==> config.mk <==
export PLATFORM = sky130hd
export DESIGN_NAME = frag_tracker
export DESIGN_NICKNAME = d
export VERILOG_FILES = /design/src/rtl/frag_pkg.sv /design/src/rtl/frag_tracker.sv
export SDC_FILE = /design/constraint.sdc
export NUM_CORES = 1
export LEC_CHECK = 0
export BUFFER_PORTS_ARGS = -buffer_cell sky130_fd_sc_hd__buf_2
export CAP_MARGIN = 5
export CORE_AREA = 2 2 146 148
export CTS_CLUSTER_SIZE = 20
export DETAILED_ROUTE_END_ITERATION = 8
export DIE_AREA = 0 0 148 150
export PLACE_DENSITY = 0.67
export SYNTH_ARGS = -nofsm -noshare
export SYNTH_HDL_FRONTEND = slang
export SYNTH_SLANG_ARGS = --single-unit
==> constraint.sdc <==
create_clock -name clk -period 9.2 [get_ports clk]
set_input_delay 0.92 -clock clk [delete_from_list [all_inputs] [get_ports clk]]
set_output_delay 0.92 -clock clk [all_outputs]
set_load 0.02 [all_outputs]
==> src/rtl/frag_pkg.sv <==
// Shared constants and types for the fragment receive checker.
// Assumes 128-bit words with fixed field positions in header and trailer.
package frag_pkg;
    localparam int WORD_W = 128;
    localparam int LEN_W  = 24;
    localparam int STAT_W = 16;

    localparam logic [7:0] SOF_MARK = 8'h55;
    localparam logic [7:0] EOF_MARK = 8'hAA;

    localparam logic [15:0] CRC_POLY_R = 16'hA001;
    localparam logic [15:0] CRC_SEED   = 16'hFFFF;

    // status bit positions
    localparam int ST_FE   = 0;
    localparam int ST_LINK = 1;
    localparam int ST_SRC  = 2;
    localparam int ST_SYNC = 3;
    localparam int ST_CUT  = 4;

    typedef enum logic [1:0] {
        TRK_IDLE = 2'd0,
        TRK_BODY = 2'd1,
        TRK_DROP = 2'd2
    } trk_state_e;
endpackage

==> src/rtl/frag_tracker.sv <==
// Fragment state machine: finds headers, counts words, keeps sticky error
// flags and the running CRC, and decides what word (if any) to emit for
// each accepted input word. Assumes cfg_max_words >= 2 and stays stable
// while a fragment is open, and that payload words never start with 0xAA.
module frag_tracker
    import frag_pkg::*;
#(
    parameter int SRC_W = 32,
    parameter int CNT_W = 8
) (
    input  logic              clk,
    input  logic              rst_n,
    input  logic              acc,
    input  logic [WORD_W-1:0] in_data,
    input  logic [LEN_W-1:0]  cfg_max_words,
    input  logic [SRC_W-1:0]  cfg_source,
    input  logic              sync_lost,
    input  logic              link_err,
    input  logic [15:0]       crc_word,
    input  logic [15:0]       crc_synth,
    output logic [15:0]       crc_run,
    output logic              emit,
    output logic [WORD_W-1:0] emit_data,
    output logic              emit_last,
    output logic [CNT_W-1:0]  drop_count
);
    localparam logic [CNT_W-1:0] DROP_MAX = {CNT_W{1'b1}};

    trk_state_e       state_q;
    logic [LEN_W-1:0] cnt_q;
    logic [LEN_W-1:0] cnt_nx;
    logic             src_bad_q;
    logic             sync_q;
    logic             link_q;
    logic             sync_now;
    logic             link_now;
    logic             fe_err;
    logic             is_sof;
    logic             is_eof;
    logic             hit_max;
    logic [STAT_W-1:0] st_eof;
    logic [STAT_W-1:0] st_cut;
    logic [WORD_W-1:0] synth_word;

    // Decode markers and derive the per-word comparisons.
    always_comb begin
        is_sof   = in_data[127:120] == SOF_MARK;
        is_eof   = in_data[127:120] == EOF_MARK;
        cnt_nx   = cnt_q + 1'b1;
        hit_max  = cnt_nx == cfg_max_words;
        sync_now = sync_q | sync_lost;
        link_now = link_q | link_err;
        fe_err   = ((~crc_word) != in_data[35:20]) || (cnt_nx != in_data[119:96]);
    end

    // Assemble status bitmaps for a real trailer and for a cut trailer.
    always_comb begin
        st_eof          = '0;
        st_eof[ST_FE]   = fe_err;
        st_eof[ST_LINK] = link_now;
        st_eof[ST_SRC]  = src_bad_q;
        st_eof[ST_SYNC] = sync_now;
        st_cut          = '0;
        st_cut[ST_LINK] = link_now;
        st_cut[ST_SRC]  = src_bad_q;
        st_cut[ST_SYNC] = sync_now;
        st_cut[ST_CUT]  = 1'b1;
        synth_word      = {EOF_MARK, cfg_max_words, 60'b0, ~crc_synth, 4'b0, st_cut};
    end

    // Choose the word to forward for the current accepted input.
    always_comb begin
        emit      = 1'b0;
        emit_data = in_data;
        emit_last = 1'b0;
        case (state_q)
            TRK_IDLE: emit = acc && is_sof;
            TRK_BODY: begin
                emit = acc;
                if (is_eof) begin
                    emit_last        = 1'b1;
                    emit_data[15:0]  = st_eof;
                end else if (hit_max) begin
                    emit_last = 1'b1;
                    emit_data = synth_word;
                end
            end
            default: emit = 1'b0;
        endcase
    end

    // Advance state, word count, running CRC and sticky error flags.
    always_ff @(posedge clk) begin
        if (!rst_n) begin
            state_q   <= TRK_IDLE;
            cnt_q     <= '0;
            crc_run   <= CRC_SEED;
            src_bad_q <= 1'b0;
            sync_q    <= 1'b0;
            link_q    <= 1'b0;
        end else if (acc) begin
            case (state_q)
                TRK_IDLE: begin
                    if (is_sof) begin
                        state_q   <= TRK_BODY;
                        cnt_q     <= {{(LEN_W-1){1'b0}}, 1'b1};
                        crc_run   <= crc_word;
                        src_bad_q <= in_data[SRC_W-1:0] != cfg_source;
                        sync_q    <= sync_lost;
                        link_q    <= link_err;
                    end
                end
                TRK_BODY: begin
                    if (is_eof) begin
                        state_q <= TRK_IDLE;
                        crc_run <= CRC_SEED;
                    end else if (hit_max) begin
                        state_q <= TRK_DROP;
                        crc_run <= CRC_SEED;
                    end else begin
                        cnt_q   <= cnt_nx;
                        crc_run <= crc_word;
                        sync_q  <= sync_now;
                        link_q  <= link_now;
                    end
                end
                default: begin
                    if (is_eof) begin
                        state_q <= TRK_IDLE;
                    end
                end
            endcase
        end
    end

    // Count words dropped outside a fragment, saturating at all ones.
    always_ff @(posedge clk) begin
        if (!rst_n) begin
            drop_count <= '0;
        end else if (acc && state_q == TRK_IDLE && !is_sof && drop_count != DROP_MAX) begin
            drop_count <= drop_count + 1'b1;
        end
    end

    AST_DROP_HOLD_SAT: assert property (@(posedge clk) disable iff (!rst_n)
        drop_count == DROP_MAX |=> drop_count == DROP_MAX);
    AST_DROP_STEP: assert property (@(posedge clk) disable iff (!rst_n)
        drop_count != DROP_MAX |=> (drop_count == $past(drop_count) || drop_count == $past(drop_count) + 1'b1));
    AST_CNT_BELOW_MAX: assert property (@(posedge clk) disable iff (!rst_n)
        state_q == TRK_BODY |-> cnt_q < cfg_max_words);
    AST_DROP_NO_EMIT: assert property (@(posedge clk) disable iff (!rst_n)
        state_q == TRK_DROP |-> !emit);
endmodule

==> reports/results.ini <==
[yosys]
synthMuxAreaShare_pct=5.75
synth_edf_count=0
synthSimpleGateAreaFrac_pct=33.1
synth_fa_ha_area_share_pct=0.462
ys_ff_latch=53
synth_top_family_by_area=simple AND/OR/NAND/NOR gates
synth_ff_type=dfxtp_1
synth.distinct_cells=67
postSynthAreaPerCell_um2=7.88
seq_area_frac_synth_pct=19.6
synth_cells=688
synthXorXnorAreaFrac_pct=19.3
syn-cell-area_um2=5420
synth-warning-count=0
async_flop_share_pct=0
synth_compound_area_share_pct=16.0
synth_nets=911

[cts]
cts_sinks=53
cts_resized=0
clk_latency_ns=0.31
numCtsBuffers=5
clk_pin_slew_ns=0.08
htree_levels=2
ctsHoldBuffers=0
cts_setup_buffers=0
cts-root-buf=clkbuf_16
cts.path.max_buffers=2
cts_tree=yes

[placed_design]
place_hpwl_mm=23.8
gp_congestion=0.975
dpl_cell_area_um2=7400
port_buffers=374
dp_cells=1292

[detailed_routing]
dr.first_iter.drc_count=529
first_pass_iters=6
vias=6735
wl_mm=28.3
drtAntennaViolNets=0
drc=0
wl_per_cell_um=21.7
routed_via_density=5.16

[worst_setup_path]
start_kind=flop
cp_max_fo=88
worstPathCellList=ha_1 > and3_1 > and3_1 > xnor3_1 > a2111oi_0 > nand4_1 > or4_4 > nor3_4 > buf_4 > mux2_1 > buf_2
crit_slowest_cell=buf_4
r2r_slack_ns=5.07
crit_top_cell=and3_1
critical-path-max-stage-delay_ns=0.78
crit_type=flop to output pin
worstSetupEndpointType=output pin
worstPathRequired_ns=8.28
worstPathArrival_ns=5.52

[die]
rows=53
pin_count=375
die_x_um=148
core_area_um2=20700
initial_utilization_pct=26.2
design.die.area_um2=22200
die_y_um=150

[global_routing]
grt_pass1_wl_mm=39.3
track_usage_pct=23.8
grt_max_degree=89
antenna_found_initial=9
grt_pass1_vias=6006
grt_overflow=0

[pwr]
ir_worst_vdd_v=0.0000648
p_leak_nw=3.36
power_density_nw_per_um2=90.0

[sta]
final_hold_viol_count=0
slew_viol_final=0
period_minus_slack_ns=6.44
slew_headroom_pct=12.8
rsz0062_at_grt=false
finalCritPeriodShare_pct=70.0
clock-skew-final_ns=0.0138
fmax_mhz=155
tightest_slew_ns=1.30
fin_hold_ws_ns=0.481
finalSetupTns_ns=0
setup_viol=0

[run_status]
status=completed

[cells_and_area]
fillers=2200
nets=1247
instances_no_fill=1305
area_growth_pct=39.9
drive_above_1_share_pct=40.1
final_cell_area_um2=7580

[run]
max_cap_violations=0

[worst_hold_path]
min_path_type=flop to flop

==> critical path, delay by kind of cell, from the launching register on <==
kind / cells / cell delay [ns]
xor gates and xnor gates: 1 / 0.29
adders and majority gates: 1 / 0.36
DFF: 1 / 0.53
AOI/OAI and AO/OA: 1 / 0.40
buffers and inverters: 2 / 0.94
and+or+nand+nor: 5 / 2.20
muxes: 1 / 0.39
==> cells in the final DEF (no fill, tap or decap), types with 6 or more instances in the layout <==
cell and instances:
o22a_1 16, nor2_1 40, buf_2 374, o21ai_1 18, dfxtp_1 53, nand2_1 31, nand4_1 30, mux2_1 24
nand2b_1 23, nor3_1 8, nand3_1 21, or4_1 6, inv_1 13, nor2b_1 82, a21oi_1 15, a31oi_1 6
xnor2_1 45, o21ai_0 28, xor2_1 64, and3_1 6, nor4_1 17, o31ai_1 9
==> synth_stat cells (3+ instances only) <==
cell type,n,area [µm²]
nor2_1,40,150
a211oi_1,3,22.5
buf_2,20,100
o21ai_1,18,90.1
nor4_2,3,37.5
nor3_1,8,40.0
o2111ai_1,3,26.3
nor2b_1,82,513
or3_1,5,31.3
clkbuf_1,16,60.1
dfxtp_1,53,1060
o211ai_1,5,37.5
nand4_1,30,188
nand2b_1,23,144
o21ai_0,28,140
xnor2_1,45,394
and2_1,3,18.8
buf_6,3,33.8
and3_1,6,37.5
nor3b_1,5,37.5
o31ai_1,9,67.6
inv_1,13,48.8
xor2_1,64,561
o22a_1,16,140
a21oi_1,15,75.1
buf_4,9,67.6
nand2_1,31,116
nor4b_1,4,35.0
a31oi_1,6,37.5
xnor3_1,3,67.6
mux2_1,24,270
nand3_1,21,105
mux2i_1,3,30.0
or4_1,6,45.0
a311oi_1,3,26.3
nor4_1,17,106
or2_2,5,31.3
==> sequential cells by signal, summed over array words and instances (netlist names) <==
signal	flops
state_q	2
cnt_q	24
sync_q	1
link_q	1
src_bad_q	1
drop_count	8
crc_run	16
==> area by class of cell <==
type | instances | area, µm² | share of cell area, %
Sequential cell | 53 | 1060 | 14.0
Timing Repair Buffer | 377 | 1890 | 25.0
Inverter | 13 | 48.8 | 0.643
Multi-Input combinational cell | 574 | 4060 | 53.5
Antenna cell | 5 | 12.5 | 0.165
Clock buffer | 5 | 125 | 1.65
Tap cell | 275 | 344 | 4.54
Clock inverter | 3 | 43.8 | 0.577
==> layer usage <==
metal / global-route usage (%) / wire length [µm]
met2: 38.2 / 13100
met1: 31.4 / 11600
met4: 7.71 / 790
met5: 0 / 32
met3: 5.95 / 2770
==> logic make-up after synthesis <==
group	after synthesis
adders and majority gates	2
DFF	53
and+or+nand+nor	304
muxes	28
AOI/OAI and AO/OA	127
xor gates and xnor gates	113
buffers and inverters	61
==> path summary, 6_finish.rpt <==
kind	cells after the start	from	endpoint
setup / recovery	11	cnt_q[0]	emit_data[99]
hold / removal	2	link_q	link_q
setup reg to reg	10	cnt_q[0]	cnt_q[16]
hold reg to reg	2	link_q	link_q
==> power by group <==
group / total, W / internal, W / leakage [nW] / switching [W]
clock: 0.000228 / 0.000129 / 0.0842 / 0.0000985
combinational: 0.000222 / 0.0000920 / 2.85 / 0.000130
sequential: 0.000233 / 0.000231 / 0.428 / 0.00000182
==> stage by stage <==
step	utilization [%]	total power (W)	worst slack, ns
final	36.7	0.000683	2.76
after global routing	36.6	0.000711	2.28
after floorplan	-	0.000342	4.89
after detailed placement	35.8	0.000459	3.13
after global placement	35.8	0.000458	3.21
after CTS	36.6	0.000688	2.76
(Power assumes the default switching activity.)
